--- src/rtl/serin_match.sv ---
module serin_match #(
  parameter int WIDTH    = 16,
  parameter bit MATCH_EN = 1'b1
) (
  input  logic        clk,
  input  logic        rst,
  input  logic        ser_data,
  input  logic        ser_frame,
  input  logic [1:0]  host_addr,
  input  logic        host_wr,
  input  logic        host_rd,
  input  logic [31:0] host_wdata,
  output logic [31:0] host_rdata,
  output logic        match_evt
);
  localparam int CW = (WIDTH > 2) ? $clog2(WIDTH) : 1;

  logic [WIDTH-2:0] sh;
  logic [CW-1:0]    cnt;
  logic             busy;
  logic [WIDTH-1:0] rx_q;
  logic             rdy, ovr, flag;
  logic [31:0]      pat_q, msk_q;
  logic             hit;

  wire             take = ser_frame | busy;
  wire [CW-1:0]    pos  = ser_frame ? '0 : cnt;
  wire             last = take && (pos == CW'(WIDTH-1));
  wire [WIDTH-1:0] word = {sh, ser_data};
  wire             rd0  = host_rd && host_addr == 2'd0;
  wire             wst  = host_wr && host_addr == 2'd3;

  always_ff @(posedge clk) begin
    if (rst) begin
      sh   <= '0;
      cnt  <= '0;
      busy <= 1'b0;
      rx_q <= '0;
      rdy  <= 1'b0;
      ovr  <= 1'b0;
    end else begin
      if (take) begin
        sh   <= word[WIDTH-2:0];
        busy <= !last;
        cnt  <= last ? '0 : pos + 1'b1;
      end
      if (last) rx_q <= word;
      if (last) rdy <= 1'b1;
      else if (rd0) rdy <= 1'b0;
      if (last && rdy && !rd0) ovr <= 1'b1;
      else if (wst && host_wdata[1]) ovr <= 1'b0;
    end
  end

  generate
    if (MATCH_EN) begin : g_match
      assign hit = last && (((word ^ pat_q[WIDTH-1:0]) & msk_q[WIDTH-1:0]) == '0);
      always_ff @(posedge clk) begin
        if (rst) begin
          pat_q     <= '0;
          msk_q     <= '1;
          flag      <= 1'b0;
          match_evt <= 1'b0;
        end else begin
          if (host_wr && host_addr == 2'd1) pat_q <= host_wdata;
          if (host_wr && host_addr == 2'd2) msk_q <= host_wdata;
          match_evt <= hit;
          if (hit) flag <= 1'b1;
          else if (wst && host_wdata[0]) flag <= 1'b0;
        end
      end
    end else begin : g_nomatch
      assign hit       = 1'b0;
      assign pat_q     = '0;
      assign msk_q     = '0;
      assign flag      = 1'b0;
      assign match_evt = 1'b0;
    end
  endgenerate

  always_comb begin
    case (host_addr)
      2'd0:    host_rdata = 32'(rx_q);
      2'd1:    host_rdata = pat_q;
      2'd2:    host_rdata = msk_q;
      default: host_rdata = {29'd0, rdy, ovr, flag};
    endcase
  end
endmodule


--- config.mk ---
export PLATFORM = sky130hd
export DESIGN_NAME = serin_match
export DESIGN_NICKNAME = d
export VERILOG_FILES = /design/src/rtl/serin_match.sv
export SDC_FILE = /design/constraint.sdc
export NUM_CORES = 1
export LEC_CHECK = 0
export BUFFER_PORTS_ARGS = -buffer_cell sky130_fd_sc_hd__buf_2
export CAP_MARGIN = 20
export CORE_MARGIN = 10
export CORE_UTILIZATION = 55
export CTS_CLUSTER_DIAMETER = 60
export CTS_CLUSTER_SIZE = 10
export DETAILED_ROUTE_END_ITERATION = 10
export GPL_TIMING_DRIVEN = 0
export PLACE_DENSITY = 0.77
export SLEW_MARGIN = 10
export SYNTH_ARGS = -nofsm -noshare
export SYNTH_HDL_FRONTEND = slang
export SYNTH_SLANG_ARGS = --single-unit
--- constraint.sdc ---
create_clock -name clk -period 1.8 [get_ports clk]
set_input_delay 0.09 -clock clk [delete_from_list [all_inputs] [get_ports clk]]
set_output_delay 0.09 -clock clk [all_outputs]
set_load 0.005 [all_outputs]
==> results.md, run 1 <==
* Synth Instances at 560
* Via Count at 4374
* Detail Route Antenna Nets at 0
* Internal power at 3.21 mW
* Status: finished, final reports clean
* Cell area after layout at 0.00543 mm²
* Crit share post-route at 93.5%
* Seq/Total Area, Yosys at 47.4%
* WL final at 13.2 mm
* Actual slew at the worst max-slew pin at 0.619 ns
* First-pass GRT wire length at 21.7 mm
* Top cells by area, synth: dfxtp_1 47%, nand2_1 18%, a21oi_1 7.7%, nand3_1 3.8%, a22o_1 3.2%
* Die ar. at 0.0120 mm²
* Share of the synthesized area in the top cell type at 47.4%
* Placed inst area at 0.00487 mm²
* Switching Share at 27.1%
* Utilization after layout at 69.9%
* CTS root buf: clkbuf_8
* Largest net degree at the start of global routing at 19
* Maximum vdd ir drop at 0.000590 V
* Total iterations of the first detailed-routing run at 5
* Logic pwr share at 12.3%
* Die Width at 109 µm
* Final Max Slew Viols at 0
* Clock skew at 0.0124 ns
* Crit-path max FO at 8
* Finish-stage setup viols at 0
* Synth cell types at 32
* WL per Instance at 16.9 µm
* H-tree depth at 3
* Syn Nets at 601
* Number of fill cells in the layout at 656
* Total power at 4.41 mW
* Grt ovf at 0
* Vias per cell at 5.58
* Main synth FF type: dfxtp_1
* Cell Area, Synth at 0.00439 mm²
* Arrival @ worst endpoint at 2.00 ns
* Seq pwr share at 55.0%
* I/O Buffers at 71
* Leakage at 2.36 nW
* Clk_lat worst skew at 0.38 ns
* Max-Cap Viols at 0
* # clock sinks at 104
* Setup TNS Final at 0 ns
* Net switching power at 1.19 mW
* Critical path endpoint category: flip-flop
* Final worst path period need at 1.68 ns
* Worst path required time at 2.12 ns
* Commonest non-fill, non-tap cell in the layout: nand2_1
* RSZ-0062 raised after global routing: no
* Num CTS Buffers at 9
* Pre-CTS WS at 0.00919 ns
* Type of the worst setup path: input pin to flip-flop
* CP startpoint kind: input pin
* Clock Power Share at 32.6%
* Commonest cells after routing, fill and taps aside: 213 x nand2_1, 104 x dfxtp_1, 85 x buf_2
* Clock-pin slew on the worst setup and hold paths at 0.09 ns
* Share of cells above drive strength 1 at 17.4%
* Hpwl dp at 9.39 mm
* Starting DRC count in detailed routing at 354
* Detailed-route DRC error count at 0
* Max-slew headroom at 58.7%
* Post-layout net count at 718
* Number of synthesized flops with an enable pin at 0
* Fmax at 594 MHz
* Rows at 32
* Ant. Diodes at 0
* CTS max path bufs at 2
* Vias in the first global route at 4322
* Total power per unit cell area at 812 mW/mm²
* Synth area leader: dfxtp_1
* Ys Warns at 0
* Setup WS post-layout at 0.116 ns
* GP Congestion at 0.908
* Initial antenna violation count at 0
* Hold crit path type: input pin to flip-flop
* Initial Utilization at 56.5%
* Endpoints failing hold at 0
* Die Ht at 109 µm
* Synth Register Bits at 104
* Core area at 0.00777 mm²
* Synth-to-layout area growth at 23.6%
* Syn Area/Cell at 7.84 µm²
* GRT Util Overall at 22.8%
* I/O pin cnt at 73
* CTS tree: done
* Ys async rst share at 0%
per-layer routing:
metal / vias to the layer above / part of all wire [%] / global-route usage (%)
met4: 0 / 1.3 / 6.04
met1: 2064 / 42 / 29.3
met3: 15 / 8.2 / 5.27
met2: 196 / 48 / 37.8
li1: 2099 / - / -
met5: - / 0 / 0
power by group through the flow:
stage	Clock [mW]	Combinational, mW	Sequential, mW
detailed placement	0	0.478	2.48
finish	1.44	0.544	2.43
floorplan	0	0.284	2.46
CTS	1.45	0.537	2.42
global route	1.55	0.602	2.43
global placement	0	0.464	2.47
area by class of cell:
class | instances | area, µm² | area share [%]
multi-input cells | 414 | 2120 | 39.0
clock inverters | 5 | 43.8 | 0.807
well taps | 102 | 128 | 2.35
flip-flops and latches | 104 | 2080 | 38.4
clock buffers | 11 | 151 | 2.79
repair buffers | 106 | 703 | 13.0
plain buffers | 41 | 199 | 3.67
inverters | 1 | 3.75 | 0.0692
cell usage after synthesis, drive strengths merged (2+ instances only):
| library cell | count |
|---|---|
| nand3 | 33 |
| nand4 | 4 |
| mux2i | 13 |
| a22o | 16 |
| nand2 | 213 |
| a22oi | 8 |
| nor3 | 2 |
| clkbuf | 20 |
| and2 | 2 |
| a21oi | 68 |
| buf | 21 |
| dfxtp | 104 |
| xor2 | 16 |
| mux4 | 3 |
| nor2b | 8 |
| nor2 | 4 |
| o21ai | 16 |
worst paths after layout:
kind,cells past startpoint,end,from,slack (ns)
min reg2reg,2,rx_q[4],rx_q[4],0.46
max,8,flag,ser_frame,0.12
min,4,rdy,host_rd,0.10
max reg2reg,6,flag,cnt[0],0.16
stage by stage:
stage	hold slack, ns	cells
final	0.102	784
after global routing	0.116	784
after CTS	0.0828	784
after detailed placement	0.319	733
after global placement	0.314	733
after floorplan	0.169	560
registers in the layout, summed over array words and instances, names as in the netlist:
signal     count
busy           1
msk_q         32
rx_q          16
flag           1
ovr            1
sh            15
rdy            1
cnt            4
match_evt      1
pat_q         32
critical path: stages:
cell and delay, ns:
dlygate4sd3_1 0.53, buf_2 0.18, nor2b_2 0.14, ha_2 0.21
and4_2 0.27, nand4_1 0.10, nor4_2 0.31, a31o_2 0.17
cells by family (layout without fill, tap and decap cells):
| group | Yosys count | in the layout | share of synthesized area (%) |
|---|---|---|---|
| xor gates and xnor gates | 16 | 16 | 3.19 |
| buffers and inverters | 42 | 164 | 4.53 |
| DFF | 104 | 104 | 47.4 |
| AOI/OAI and AO/OA | 110 | 110 | 14.5 |
| muxes | 16 | 16 | 4.50 |
| and+or+nand+nor | 271 | 271 | 25.6 |
| adders and majority gates | 1 | 1 | 0.285 |
timing repair:
| action | 4_1_cts | 5_1_grt |
|---|---|---|
| hold endpoints to repair | 66 | 0 |
| buffers inserted | 1 | 0 |
| endpoints found under the setup margin | 2 | 11 |
| hold buffers | 34 | 0 |
| gates resized for setup | 0 | 4 |
| pin swaps | 1 | 0 |
(Power assumes the default switching activity.)
==> run 2: changes to the inputs <==
--- a/config.mk
+++ b/config.mk
@@ -5,6 +5,7 @@
 export SDC_FILE = /design/constraint.sdc
 export NUM_CORES = 1
 export LEC_CHECK = 0
+export ABC_AREA = 1
 export BUFFER_PORTS_ARGS = -buffer_cell sky130_fd_sc_hd__buf_2
 export CAP_MARGIN = 20
 export CORE_MARGIN = 10
==> run 2 against run 1 <==
Compared with the run above:
- cell count rose by 6.0%
- clock power decreased by 9.7%
- power about the same
- sequential share of layout area up 0.57 points
- final area is 1.5% lower
- sequential power grew 2%
- die area decreased by 0.45%
- clock-buffer cell count down 1
- clock skew shrank 0.00095 ns
- combinational power grew 17%
- core utilization is 0.66 points lower
- global-route usage shrank 0.59 points
- critical path type unchanged
==> results.md, run 2 <==
* Via Count at 4556
* CTS root buf: clkbuf_8
* Postcts setup bufs at 0
* Vias per cell at 5.48
* Crit path max-delay family: buffers and inverters
* Maximum vdd ir drop at 0.000485 V
* Min-Delay Path Depth at 4
* CTS max path bufs at 2
* Top cells by area, synth: dfxtp_1 48%, nand2_1 14%, o21ai_0 8.4%, a21oi_1 7.7%, nand3_1 5.7%
* Total iterations of the first detailed-routing run at 5
* Crit-path slowest cell: dlygate4sd3_1
* Most used cell, CP: buf_2
* Type of the worst setup path: input pin to flip-flop
* Number of fill cells in the layout at 674
* Max-slew headroom at 53.8%
* Total power at 4.41 mW
* Detail Route Antenna Nets at 0
* R2r setup slk at 0.16 ns
* GRT Util Overall at 22.2%
* Fmax at 603 MHz
* Hold crit path type: input pin to flip-flop
* R2r endpoint: rx_q[8]
* Leakage at 2.37 nW
* Synth-to-layout area growth at 22.5%
* Final worst path period need at 1.66 ns
* Main synth FF type: dfxtp_1
* Slowest stage delay, CP at 0.54 ns
* H-tree depth at 3
* Biggest regs: msk_q (32), pat_q (32), rx_q (16)
* Arrival @ worst endpoint at 1.89 ns
* Commonest cells after routing, fill and taps aside: 160 x nand2_1, 104 x dfxtp_1, 82 x buf_2
* CTS tree: done
* Largest net degree at the start of global routing at 17
* Die Ht at 109 µm
* Syn Nets at 650
* First-pass GRT wire length at 21.1 mm
* CP startpoint kind: input pin
* Post-layout net count at 766
* Share of the synthesized area in the top cell type at 47.7%
* Number of synthesized flops with an enable pin at 0
* Hold_sp: host_rd
* Pre-CTS WS at 0.198 ns
* Max-Cap Viols at 0
* GP Congestion at 0.887
* Synth Register Bits at 104
* Syn Area/Cell at 7.17 µm²
* Num CTS Buffers at 9
* Grt ovf at 0
* Synth Instances at 609
* I/O pin cnt at 73
* Crit share post-route at 92.1%
* Placed cell count at 783
* Ys async rst share at 0%
* Ant. Diodes at 0
* Min-Delay Endpoint: ovr
* Ys Warns at 0
* Clock-pin slew on the worst setup and hold paths at 0.10 ns
* Synth area leader: dfxtp_1
* Final Max Slew Viols at 0
* Worst path required time at 2.04 ns
* Setup WS post-layout at 0.143 ns
* Die Width at 109 µm
* Crit-path max FO at 10
* Commonest non-fill, non-tap cell in the layout: nand2_1
* Cell Count, Final, Fillers Out at 831
* Total power per unit cell area at 824 mW/mm²
* WL per Instance at 15.9 µm
* Die ar. at 0.0119 mm²
* Clk_lat worst skew at 0.38 ns
* Detailed-route DRC error count at 0
* Vias in the first global route at 4401
* Hpwl dp at 9.17 mm
* Synth cell types at 23
* Share of cells above drive strength 1 at 14.7%
* Endpoints failing hold at 0
* Most common cell in the netlist: nand2_1
* Initial antenna violation count at 0
* Worst-path cell chain: dlygate4sd3_1, buf_2, inv_1, buf_2, clkbuf_1, nand3_1
* Leading cell types by count after synthesis: 160 x nand2_1, 104 x dfxtp_1, 73 x o21ai_0
* Rows at 32
* Actual slew at the worst max-slew pin at 0.691 ns
* Seq/Total Area, Yosys at 47.7%
* RSZ-0062 raised after global routing: no
* Initial Utilization at 56.5%
* Worst r2r path cells at 9
* # clock sinks at 104
* Cell Area, Synth at 0.00437 mm²
* Clock skew at 0.0115 ns
* Worst path buffer plus inverter count at 5
* I/O Buffers at 72
* Core area at 0.00773 mm²
* Critical path endpoint category: flip-flop
* Utilization after layout at 69.2%
* Starting DRC count in detailed routing at 355
* Status: finished, final reports clean
* Finish-stage setup viols at 0
* Reg2reg start: cnt[0]
* Setup TNS Final at 0 ns
* WL final at 13.2 mm
-- run 2: cell families after synthesis --
kind of cell | synth area share, %
buf+inv | 9.05
fa+ha+maj | 0.286
compound gates | 20.8
flops | 47.7
simple gates | 22.2
-- run 2: where the power goes --
| part | total, mW | internal (mW) | switching, mW |
|---|---|---|---|
| Sequential | 2.47 | 2.41 | 0.0602 |
| Clock | 1.30 | 0.493 | 0.808 |
| Combinational | 0.638 | 0.250 | 0.388 |
-- run 2: area by class of cell --
class / instances / area [µm²] / share of cell area (%)
Sequential cell: 104 / 2080 / 38.9
Clock inverter: 5 / 35.0 / 0.655
Timing Repair Buffer: 105 / 691 / 12.9
Multi-Input combinational cell: 407 / 1890 / 35.3
Buffer: 35 / 159 / 2.97
Clock buffer: 10 / 128 / 2.39
Tap cell: 102 / 128 / 2.39
Inverter: 63 / 236 / 4.42
-- run 2: stage by stage --
step	hold WS [ns]	area (µm²)
after CTS	0.00664	5350
after floorplan	0.159	4370
after global routing	0.0382	5350
after global placement	0.313	4860
final	0.0343	5350
after detailed placement	0.318	4860
-- run 2: routing by layer --
layer | GRT usage [%] | wire length (µm)
met2 | 35.9 | 6140
met1 | 27.3 | 5560
met4 | 10.2 | 416
met5 | 0 | 0
met3 | 5.60 | 1090
-- run 2: worst reg2reg max path, stage by stage, from the launching register on --
cell     delay, ns
dfxtp_1       0.36
inv_1         0.06
nor2_1        0.09
ha_1          0.14
inv_1         0.06
nor2_4        0.12
nand3_2       0.16
inv_2         0.15
buf_2         0.28
a21oi_1       0.11
-- run 2: worst max-delay path by stage --
| stage | startpoint | to | slack [ns] | depth (start not counted) |
|---|---|---|---|---|
| CTS | rst | msk_q[10] | 0.17 | 6 |
| global placement | cnt[0] | rx_q[12] | 0.25 | 9 |
| global route | rst | msk_q[10] | 0.03 | 6 |
| finish | rst | msk_q[10] | 0.14 | 6 |
| floorplan | cnt[0] | rx_q[10] | 0.48 | 9 |
| detailed placement | cnt[0] | rx_q[8] | 0.20 | 9 |
-- run 2: what timing repair did --
action | 4_1_cts | 5_1_grt
resized for setup | 0 | 0
hold buffers | 33 | 0
endpoints found under the setup margin | 0 | 0
hold endpoints to repair | 41 | 0
